===== config.mk =====
export PLATFORM = sky130hd
export DESIGN_NAME = adc_thresh_acc
export DESIGN_NICKNAME = d
export VERILOG_FILES = /design/src/rtl/adc_thresh_acc.sv
export SDC_FILE = /design/constraint.sdc
export NUM_CORES = 1
export LEC_CHECK = 0
export BUFFER_PORTS_ARGS = -buffer_cell sky130_fd_sc_hd__clkbuf_2
export CORE_UTILIZATION = 51
export DETAILED_ROUTE_END_ITERATION = 8
export PLACE_DENSITY = 0.76
export SYNTH_ARGS = -nofsm -noshare
export SYNTH_HDL_FRONTEND = slang
export SYNTH_SLANG_ARGS = --single-unit

===== constraint.sdc =====
create_clock -name clk -period 5.36 [get_ports clk]
set_input_delay 1.072 -clock clk [delete_from_list [all_inputs] [get_ports clk]]
set_output_delay 1.072 -clock clk [all_outputs]
set_load 0.02 [all_outputs]

===== src/rtl/adc_thresh_acc.sv =====
module adc_thresh_acc #(
  parameter int SAMPLE_W = 24,
  parameter int CNT_W    = 16,
  parameter int ACC_W    = 32
) (
  input  logic                clk,
  input  logic                rst_n,
  input  logic                smp_valid,
  input  logic [SAMPLE_W-1:0] smp_data,
  input  logic [SAMPLE_W-1:0] threshold,
  input  logic [1:0]          cmp_mode,
  input  logic [1:0]          acc_mode_in,
  input  logic                acc_mode_wr,
  input  logic [CNT_W-1:0]    cnt_target_in,
  input  logic                cnt_target_wr,
  output logic [ACC_W-1:0]    acc_value,
  output logic [CNT_W-1:0]    cnt_value,
  output logic                over_evt,
  output logic                cnt_evt
);

  localparam logic [SAMPLE_W-1:0] MAG_MAX = {1'b0, {(SAMPLE_W-1){1'b1}}};

  logic [SAMPLE_W-1:0] mag;
  logic                is_min;
  logic                above, below, count_hit, at_target;
  logic [CNT_W-1:0]    tgt_q, cnt_inc;
  logic [1:0]          amode_q;
  logic [ACC_W-1:0]    smp_ext;

  assign is_min    = smp_data[SAMPLE_W-1] && (smp_data[SAMPLE_W-2:0] == '0);
  assign mag       = is_min ? MAG_MAX :
                     smp_data[SAMPLE_W-1] ? (~smp_data + 1'b1) : smp_data;
  assign above     = mag > threshold;
  assign below     = mag < threshold;
  assign count_hit = smp_valid && ((cmp_mode == 2'b10 && above) ||
                                   (cmp_mode == 2'b11 && below));
  assign at_target = cnt_value == tgt_q;
  assign cnt_inc   = cnt_value + 1'b1;
  assign smp_ext   = ACC_W'($signed(smp_data));

  always_ff @(posedge clk) begin
    if (!rst_n) over_evt <= 1'b0;
    else        over_evt <= smp_valid && cmp_mode == 2'b01 && above;
  end

  always_ff @(posedge clk) begin
    if (!rst_n) begin
      tgt_q     <= '0;
      cnt_value <= '0;
      cnt_evt   <= 1'b0;
    end else if (cnt_target_wr) begin
      tgt_q     <= cnt_target_in;
      cnt_value <= '0;
      cnt_evt   <= 1'b0;
    end else if (count_hit) begin
      if (!at_target) cnt_value <= cnt_inc;
      if (at_target || cnt_inc == tgt_q) cnt_evt <= 1'b1;
    end
  end

  always_ff @(posedge clk) begin
    if (!rst_n) begin
      amode_q   <= 2'b00;
      acc_value <= '0;
    end else if (acc_mode_wr) begin
      amode_q   <= acc_mode_in;
      acc_value <= '0;
    end else if (smp_valid) begin
      case (amode_q)
        2'b01:   acc_value <= acc_value + smp_ext;
        2'b10:   acc_value <= acc_value - smp_ext;
        default: acc_value <= acc_value;
      endcase
    end
  end

  assert_cnt_sat_R5: assert property (@(posedge clk) disable iff (!rst_n)
    cnt_value <= tgt_q);
  assert_evt_sticky_R5: assert property (@(posedge clk) disable iff (!rst_n)
    cnt_evt && !cnt_target_wr |=> cnt_evt);
  assert_tgt_clear_R6: assert property (@(posedge clk) disable iff (!rst_n)
    cnt_target_wr |=> cnt_value == '0 && !cnt_evt);
  assert_acc_clear_R8: assert property (@(posedge clk) disable iff (!rst_n)
    acc_mode_wr |=> acc_value == '0);
  assert_idle_hold_R10: assert property (@(posedge clk) disable iff (!rst_n)
    !smp_valid && !cnt_target_wr && !acc_mode_wr |=>
      $stable(acc_value) && $stable(cnt_value) && $stable(cnt_evt) && !over_evt);
  assert_mag_limit_R3: assert property (@(posedge clk) disable iff (!rst_n)
    !mag[SAMPLE_W-1]);

endmodule


==> summary.md, run 1 <==
| Metric | Value |
|---|---|
| Status | completed |
| Crit Path Max Fanout | 7 |
| Met2 wire len | 8.17 mm |
| CTS Root Cell | clkbuf_16 |
| Cells after DPL | 1,091 |
| Post-CTS Hold Fix Bufs | 0 |
| Total wire length | roughly 16 mm |
| H-tree Lvls | 3 |
| N_diodes | 0 |
| Setup Viol. Count Final | 0 |
| Yosys warns | 0 |
| Layout cells sized above 1 | 0.199 |
| Vias per cell | 5.63 |
| Design Power | 1.56 mW |
| Worst vdd ir | 0.183 mV |
| Clock network latency to the later pin of the worst-skew pair | 340 ps |
| Met1 wire length | 7.11 mm |
| Layout area overhead | 19.6% |
| Worst setup SP type | input port |
| GRT overflow | 0 |
| Setup WS post-layout | 263 ps |
| Max Fclk | between 150 and 200 MHz |
| Detail Route met3 WL | between 700 and 800 um |
| Final period util | 0.951 |
| # clock sinks | a little under 70 |
| Arrival time worst endpoint | ~5300 ps |
| Vias in the first global route | 5,827 |
| Final Max Tran Viols | 0 |
| Post-DP HPWL | 12.6 mm |
| Die height | 113 um |
| Number of antenna violations at the first check in global routing | 0 |
| Post-Synthesis Cells | 828 |
| Sequential power share | 0.344 |
| Die ar. | 12,700 um^2 |
| Critical path endpoint category | register |
| Mean Syn Cell Area | 7.52 um^2 |
| Port Buffers | 122 |
| Clk network pwr share | 0.398 |
| Gr usage total | 0.264 |
| Logic pwr share | 0.259 |
| Async set-reset flop share out of synthesis | 0 |
| Most common cell after layout, fill and taps aside | clkbuf_2 |
| Commonest cells after routing, fill and taps aside | clkbuf_2, nor2_1, nand2_1 |
| Core area | 12,000 um^2 |
| Via count | around 6,200 |
| Sw Ratio | 0.304 |
| Synth Flop Type | dfxtp_1 |
| TritonCTS Buffers | 9 |
| Minimum clock period | 5100 ps |
| Fin. Hold Viols | 0 |
| Routability Congestion | roughly 0.90 |
| # nets final | 1,091 |
| Actual slew at the worst max-slew pin | 762 ps |
| Power Dens Cells | between 200 and 250 nW/um^2 |
| Critical path class | input port to register |
| Cell variety after synth | 65 |
| Final Core Density | 0.623 |
| Largest area contributor in the netlist | dfxtp_1 |
| Flops & latches, synth | just under 70 |
| Total Neg Setup Slack | 0 ps |
| Post-route cell area | 7450 um^2 |
| TritonCTS clock tree | built |
| Leak pwr | 3.43 nW |
| First-pass GRT wire length | 27.1 mm |
| 1st-iter DRT viols | around 360 |
| Die width | between 100 and 150 um |
| Slew margin rel. | 0.492 |
| DR WL/cell | about 15 um |
| Highest routed layer | met4 |
| Synth area leaders | dfxtp_1, ha_1, xnor2_1 |
| Clock-pin slew on the worst setup and hold paths | 60 ps |
| Worst hold slack | 472 ps |
| CTS max path bufs | 2 |
| Clk_skew | 5.01 ps |
| Initial core utilization | 0.521 |
| Post-synth EDFFs | 0 |
| Top Ports | 123 |
| Mapped cell area | 6230 um^2 |
| Power Internal | ~1.1 mW |
| Yosys top cell area share | 0.219 |
| Antenna Nets Post-Route | 0 |
| Post-route insts no fill | 1,110 |
| Core Rows | 40 |
| Worst path required time | roughly 5600 ps |
| Max-cap violation count | 0 |
| Syn nets | 961 |
| DRC viols | 0 |
| Unrepaired setup endpoints after global routing | no |
| Place WS | -76.2 ps |
| Filler cell count | roughly 1,100 |
| 1st-pass router iterations | 5 |
| Largest net degree at the start of global routing | 31 |
| Sequential area share after synthesis | 0.219 |
| Net Sw Power | 473 uW |
| Post-placement cell area | 7100 um^2 |
| Hold/Removal Path Class | register to register |
critical path, cell delays in order:
cell	delay (ps)
clkbuf_2	140
or3_1	420
nor3_2	180
nand2_2	130
nor3_4	210
nand2_2	100
or4_4	450
nor3_2	160
a21oi_1	100
o22a_1	220
ha_1	290
a21o_1	180
a21o_1	160
a21oi_1	150
o21ai_1	110
a211oi_1	220
buf_4	200
mux2i_4	260
buf_2	240
buf_4	140
xnor2_1	100
nor2_1	50
final cells by class:
cell class                 count  area (um^2)  share of cell area
clock buffer                  11          253              0.0339
clock inverter                 5         58.8             0.00789
inverter                      39          146              0.0196
multi-input combinational    685         4590               0.616
sequential                    68         1360               0.183
tap                          147          184              0.0247
timing repair buffer         155          860               0.115
power by group through the flow:
stage               logic [mW]  clock network (mW)  registers [mW]
floorplan                0.271                   0           0.549
global placement         0.389                   0           0.545
detailed placement       0.395                   0           0.545
CTS                      0.398               0.627           0.535
global route             0.451               0.646           0.536
finish                   0.403               0.619           0.535
cell usage after synthesis, types with 3 or more instances:
cell / instances
a21boi_0: 3
nand3_1: 13
clkbuf_1: 22
nor4_1: 6
a22o_1: 5
nand2b_1: 12
buf_1: 4
a31oi_1: 6
xor2_1: 28
o21ai_0: 51
ha_1: 59
nand3b_1: 4
inv_1: 39
and3_1: 14
o21a_1: 6
and2_1: 4
dfxtp_1: 68
o211ai_1: 5
xnor2_1: 56
nand2_2: 3
nor2b_1: 26
a21o_1: 24
a211oi_1: 11
nor2_1: 81
nand4_1: 15
nand2_1: 79
a21oi_1: 77
or3_1: 7
nor3_1: 18
o21ai_1: 5
mux2i_1: 23
buf_2: 9
final timing paths:
kind	startpoint	end	slack [ps]	depth (start not counted)
worst max-delay path	smp_data[2]	cnt_value[0]	260	22
worst min-delay path	acc_value[6]	acc_value[6]	470	2
worst max register to register	amode_q[0]	acc_value[22]	1580	16
worst min register to register	acc_value[6]	acc_value[6]	470	2
layer usage:
| layer | vias to the layer above | global-route usage |
|---|---|---|
| met5 | - | 0 |
| met2 | 168 | 0.484 |
| met3 | 29 | 0.0410 |
| met4 | 0 | 0.0924 |
| met1 | 2862 | 0.311 |
| li1 | 3188 | - |
registers in the layout, indices dropped and copies added (netlist names):
name,cells
acc_value,32
cnt_value,16
tgt_q,16
amode_q,2
cnt_evt,1
over_evt,1
cells by family (layout without fill, tap and decap cells):
group                    after synthesis  in the layout  share of synthesized area
AO/OA/AOI/OAI                        213            213                      0.206
multiplexers                          25             25                     0.0406
flip-flops                            68             68                      0.219
AND/OR/NAND/NOR                      303            303                      0.247
buffers and inverters                 75            210                     0.0482
adder cells (fa/ha/maj)               60             60                      0.122
XOR/XNOR                              84             84                      0.118
repair_timing:
| item | CTS | global route |
|---|---|---|
| buffers inserted | 0 | 2 |
| gates resized for setup | 0 | 6 |
| setup endpoints to repair | 0 | 15 |
No activity file was read; power rests on OpenSTA's default activity.
==> run 2, diff against run 1 <==
--- a/config.mk
+++ b/config.mk
@@ -6,9 +6,10 @@
 export NUM_CORES = 1
 export LEC_CHECK = 0
 export BUFFER_PORTS_ARGS = -buffer_cell sky130_fd_sc_hd__clkbuf_2
-export CORE_UTILIZATION = 51
+export CORE_UTILIZATION = 61
 export DETAILED_ROUTE_END_ITERATION = 8
-export PLACE_DENSITY = 0.76
+export GPL_TIMING_DRIVEN = 0
+export PLACE_DENSITY = 0.85
 export SYNTH_ARGS = -nofsm -noshare
 export SYNTH_HDL_FRONTEND = slang
 export SYNTH_SLANG_ARGS = --single-unit
==> constraint.sdc (replaced) <==
create_clock -name clk -period 6.2 [get_ports clk]
set_input_delay 1.24 -clock clk [delete_from_list [all_inputs] [get_ports clk]]
set_output_delay 1.24 -clock clk [all_outputs]
set_load 0.02 [all_outputs]
==> run 2 against run 1 <==
Against the previous run: global-route usage grew 5.2 points; non-clock buffer count is 1 higher; clock-buffer cell count fell by 2; combinational power is 15% lower; sequential share of layout area is 0.57 points higher; critical path depth grew 1; clock power down 35%; routed wire length is 1.2% lower; hold slack improved by 4.7 ps; utilization grew 11 points; largest cell class unchanged.
==> summary.md, run 2 (synthesized netlist as in run 1, its figures left out) <==
| Metric | Value |
|---|---|
| Status | completed (unchanged) |
| # nets final | 1,092 (was 1,091) |
| TritonCTS Buffers | 9 (unchanged) |
| Worst vdd ir | 0.123 mV (was 0.183 mV) |
| Antenna Nets Post-Route | 0 (unchanged) |
| Crit Path Max Fanout | 10 (was 7) |
| CTS max path bufs | 2 (unchanged) |
| Die ar. | 10,600 um^2 (was 12,700 um^2) |
| Top Ports | 123 (unchanged) |
| Fin. Hold Viols | 0 (unchanged) |
| Actual slew at the worst max-slew pin | 737 ps (was 762 ps) |
| Hold path endpoint | acc_value[21] (was acc_value[6]) |
| GRT overflow | 0 (unchanged) |
| Reg2Reg Capture Point | acc_value[30] (was acc_value[22]) |
| Cells after DPL | 1,081 (was 1,091) |
| Critical path class | input port to register (unchanged) |
| Setup WS post-layout | 324 ps (was 263 ps) |
| Number of antenna violations at the first check in global routing | 0 (unchanged) |
| Largest regs | acc_value: 32 flops, cnt_value: 16 flops, tgt_q: 16 flops (unchanged) |
| Post-DP HPWL | 12.7 mm (was 12.6 mm) |
| 1st-pass router iterations | 6 (was 5) |
| Initial core utilization | 0.634 (was 0.521) |
| # clock sinks | 68 (unchanged) |
| RR Startpoint | amode_q[0] (unchanged) |
| Core area | 9820 um^2 (was 12,000 um^2) |
| Worst hold slack | 477 ps (was 472 ps) |
| Design Power | 1.20 mW (was 1.56 mW) |
| Min-delay src | acc_value[21] (was acc_value[6]) |
| Port Buffers | 120 (was 122) |
| Most common cell after layout, fill and taps aside | clkbuf_2 (unchanged) |
| Via count | 6,329 (was 6,247) |
| 1st-iter DRT viols | 257 (was 363) |
| DRC viols | 0 (unchanged) |
| N_diodes | 0 (unchanged) |
| Total wire length | 16.2 mm (was 16.4 mm) |
| Routability Congestion | 0.911 (was 0.901) |
| Clock network latency to the later pin of the worst-skew pair | 370 ps (was 340 ps) |
| Vias per cell | 5.77 (was 5.63) |
| Place WS | -411 ps (was -76.2 ps) |
| Worst setup SP type | input port (unchanged) |
| H-tree Lvls | 3 (unchanged) |
| Post-CTS Hold Fix Bufs | 0 (unchanged) |
| Vias in the first global route | 5,856 (was 5,827) |
| Hold path cells | 2 (unchanged) |
| Clock-pin slew on the worst setup and hold paths | 90 ps (was 60 ps) |
| Post-CTS Setup Bufs | 0 (unchanged) |
| Reg2Reg Setup Slack | 2060 ps (was 1580 ps) |
| Post-placement cell area | 7000 um^2 (was 7100 um^2) |
| CTS Root Cell | clkbuf_8 (was clkbuf_16) |
| Commonest cells after routing, fill and taps aside | clkbuf_2, nor2_1, nand2_1 (unchanged) |
| Total Neg Setup Slack | 0 ps (unchanged) |
| Layout cells sized above 1 | 0.172 (was 0.199) |
| DR WL/cell | 14.7 um (about the same) |
| Slew margin rel. | 0.508 (was 0.492) |
| Hold/Removal Path Class | register to register (unchanged) |
| Max-cap violation count | 0 (unchanged) |
| Clk_skew | 16.3 ps (was 5.01 ps) |
| Arrival time worst endpoint | 6120 ps (was 5300 ps) |
| Final Max Tran Viols | 0 (unchanged) |
| First-pass GRT wire length | 26.2 mm (was 27.1 mm) |
| Post-route cell area | 7230 um^2 (was 7450 um^2) |
| Final period util | 0.948 |
| Top reg by flops | acc_value (unchanged) |
| Largest register FFs | 32 (unchanged) |
| Layout area overhead | 16.0% (was 19.6%) |
| Worst-case reg-to-reg path depth | 17 (was 16) |
| Worst path required time | 6440 ps (was 5560 ps) |
| Post-route insts no fill | 1,097 (was 1,110) |
| Final Core Density | 0.736 (was 0.623) |
| Power Dens Cells | 167 nW/um^2 (was 209 nW/um^2) |
| Core Rows | 36 (was 40) |
| Largest net degree at the start of global routing | 15 (was 31) |
| Max Fclk | 170 MHz |
| Die width | 103 um (was 113 um) |
| Gr usage total | 0.316 (was 0.264) |
| Die height | 103 um (was 113 um) |
| Minimum clock period | 5880 ps |
| Setup Viol. Count Final | 0 (unchanged) |
| TritonCTS clock tree | built (unchanged) |
| Leak pwr | 3.29 nW (was 3.43 nW) |
| Critical path endpoint category | register (unchanged) |
-- run 2: changes by cell type in the layout (fill, tap and decap cells not counted), moves of 2 or more --
| cell | change |
|---|---|
| buf_4 | -31 |
| clkbuf_1 | +22 |
| clkbuf_16 | -9 |
| buf_2 | +8 |
| clkbuf_8 | +7 |
| buf_1 | +4 |
| clkbuf_2 | -2 |
| inv_6 | +2 |
| nor2b_1 | +2 |
| nor2b_2 | -2 |
-- run 2: cell type report --
| cell class | count | area [um^2] |
|---|---|---|
| Inverter | 39 | 146 |
| Fill cell | 834 | 2590 |
| Tap cell | 133 | 166 |
| Buffer | 36 | 154 |
| Multi-Input combinational cell | 685 | 4590 |
| Sequential cell | 68 | 1360 |
| Timing Repair Buffer | 120 | 601 |
| Clock inverter | 7 | 82.6 |
| Clock buffer | 9 | 124 |
-- run 2: worst max path at each step --
| stage | slack (ps) | end | startpoint |
|---|---|---|---|
| 2_1_floorplan | 700 | cnt_value[9] | smp_data[1] |
| 3_3_place_gp | -390 | cnt_value[6] | smp_data[0] |
| 3_5_place_dp | -410 | cnt_value[9] | smp_data[0] |
| 4_1_cts | 70 | cnt_value[4] | smp_data[0] |
| 5_1_grt | -30 | cnt_value[5] | smp_data[0] |
| 6_report | 320 | cnt_value[4] | smp_data[0] |
-- run 2: power by group --
group          total (mW)  internal, mW  switching, mW
clock               0.400         0.193          0.207
sequential          0.461         0.449         0.0120
combinational       0.343         0.145          0.198
total                1.20         0.787          0.417
-- run 2: worst max-delay path, stage by stage --
cell      delay (ps)
clkbuf_2         120
inv_1             60
ha_1             190
or3b_1           400
or3_4            370
nor3_4           270
nand4b_2         220
nand2b_4         230
nand2_2          180
buf_2            230
nor2_1            60
a21oi_1          170
ha_1             260
a21o_1           170
a21o_1           170
a21oi_1          160
o211ai_1         140
a211oi_4         390
mux2i_4          430
buf_2            320
nand2_1          100
xor2_1           150
nor2_1            50
-- run 2: repair_timing --
action,CTS,global route
cloned,0,0
gates resized for setup,1,3
pin swaps,0,1
setup endpoints to repair,8,14
-- run 2: routing by layer --
layer / share of wire / global-route usage / vias to the layer above
li1: - / - / 3179
met3: 0.055 / 0.0705 / 46
met5: 0 / 0 / -
met4: 0.031 / 0.131 / 0
met2: 0.49 / 0.575 / 192
met1: 0.42 / 0.355 / 2912
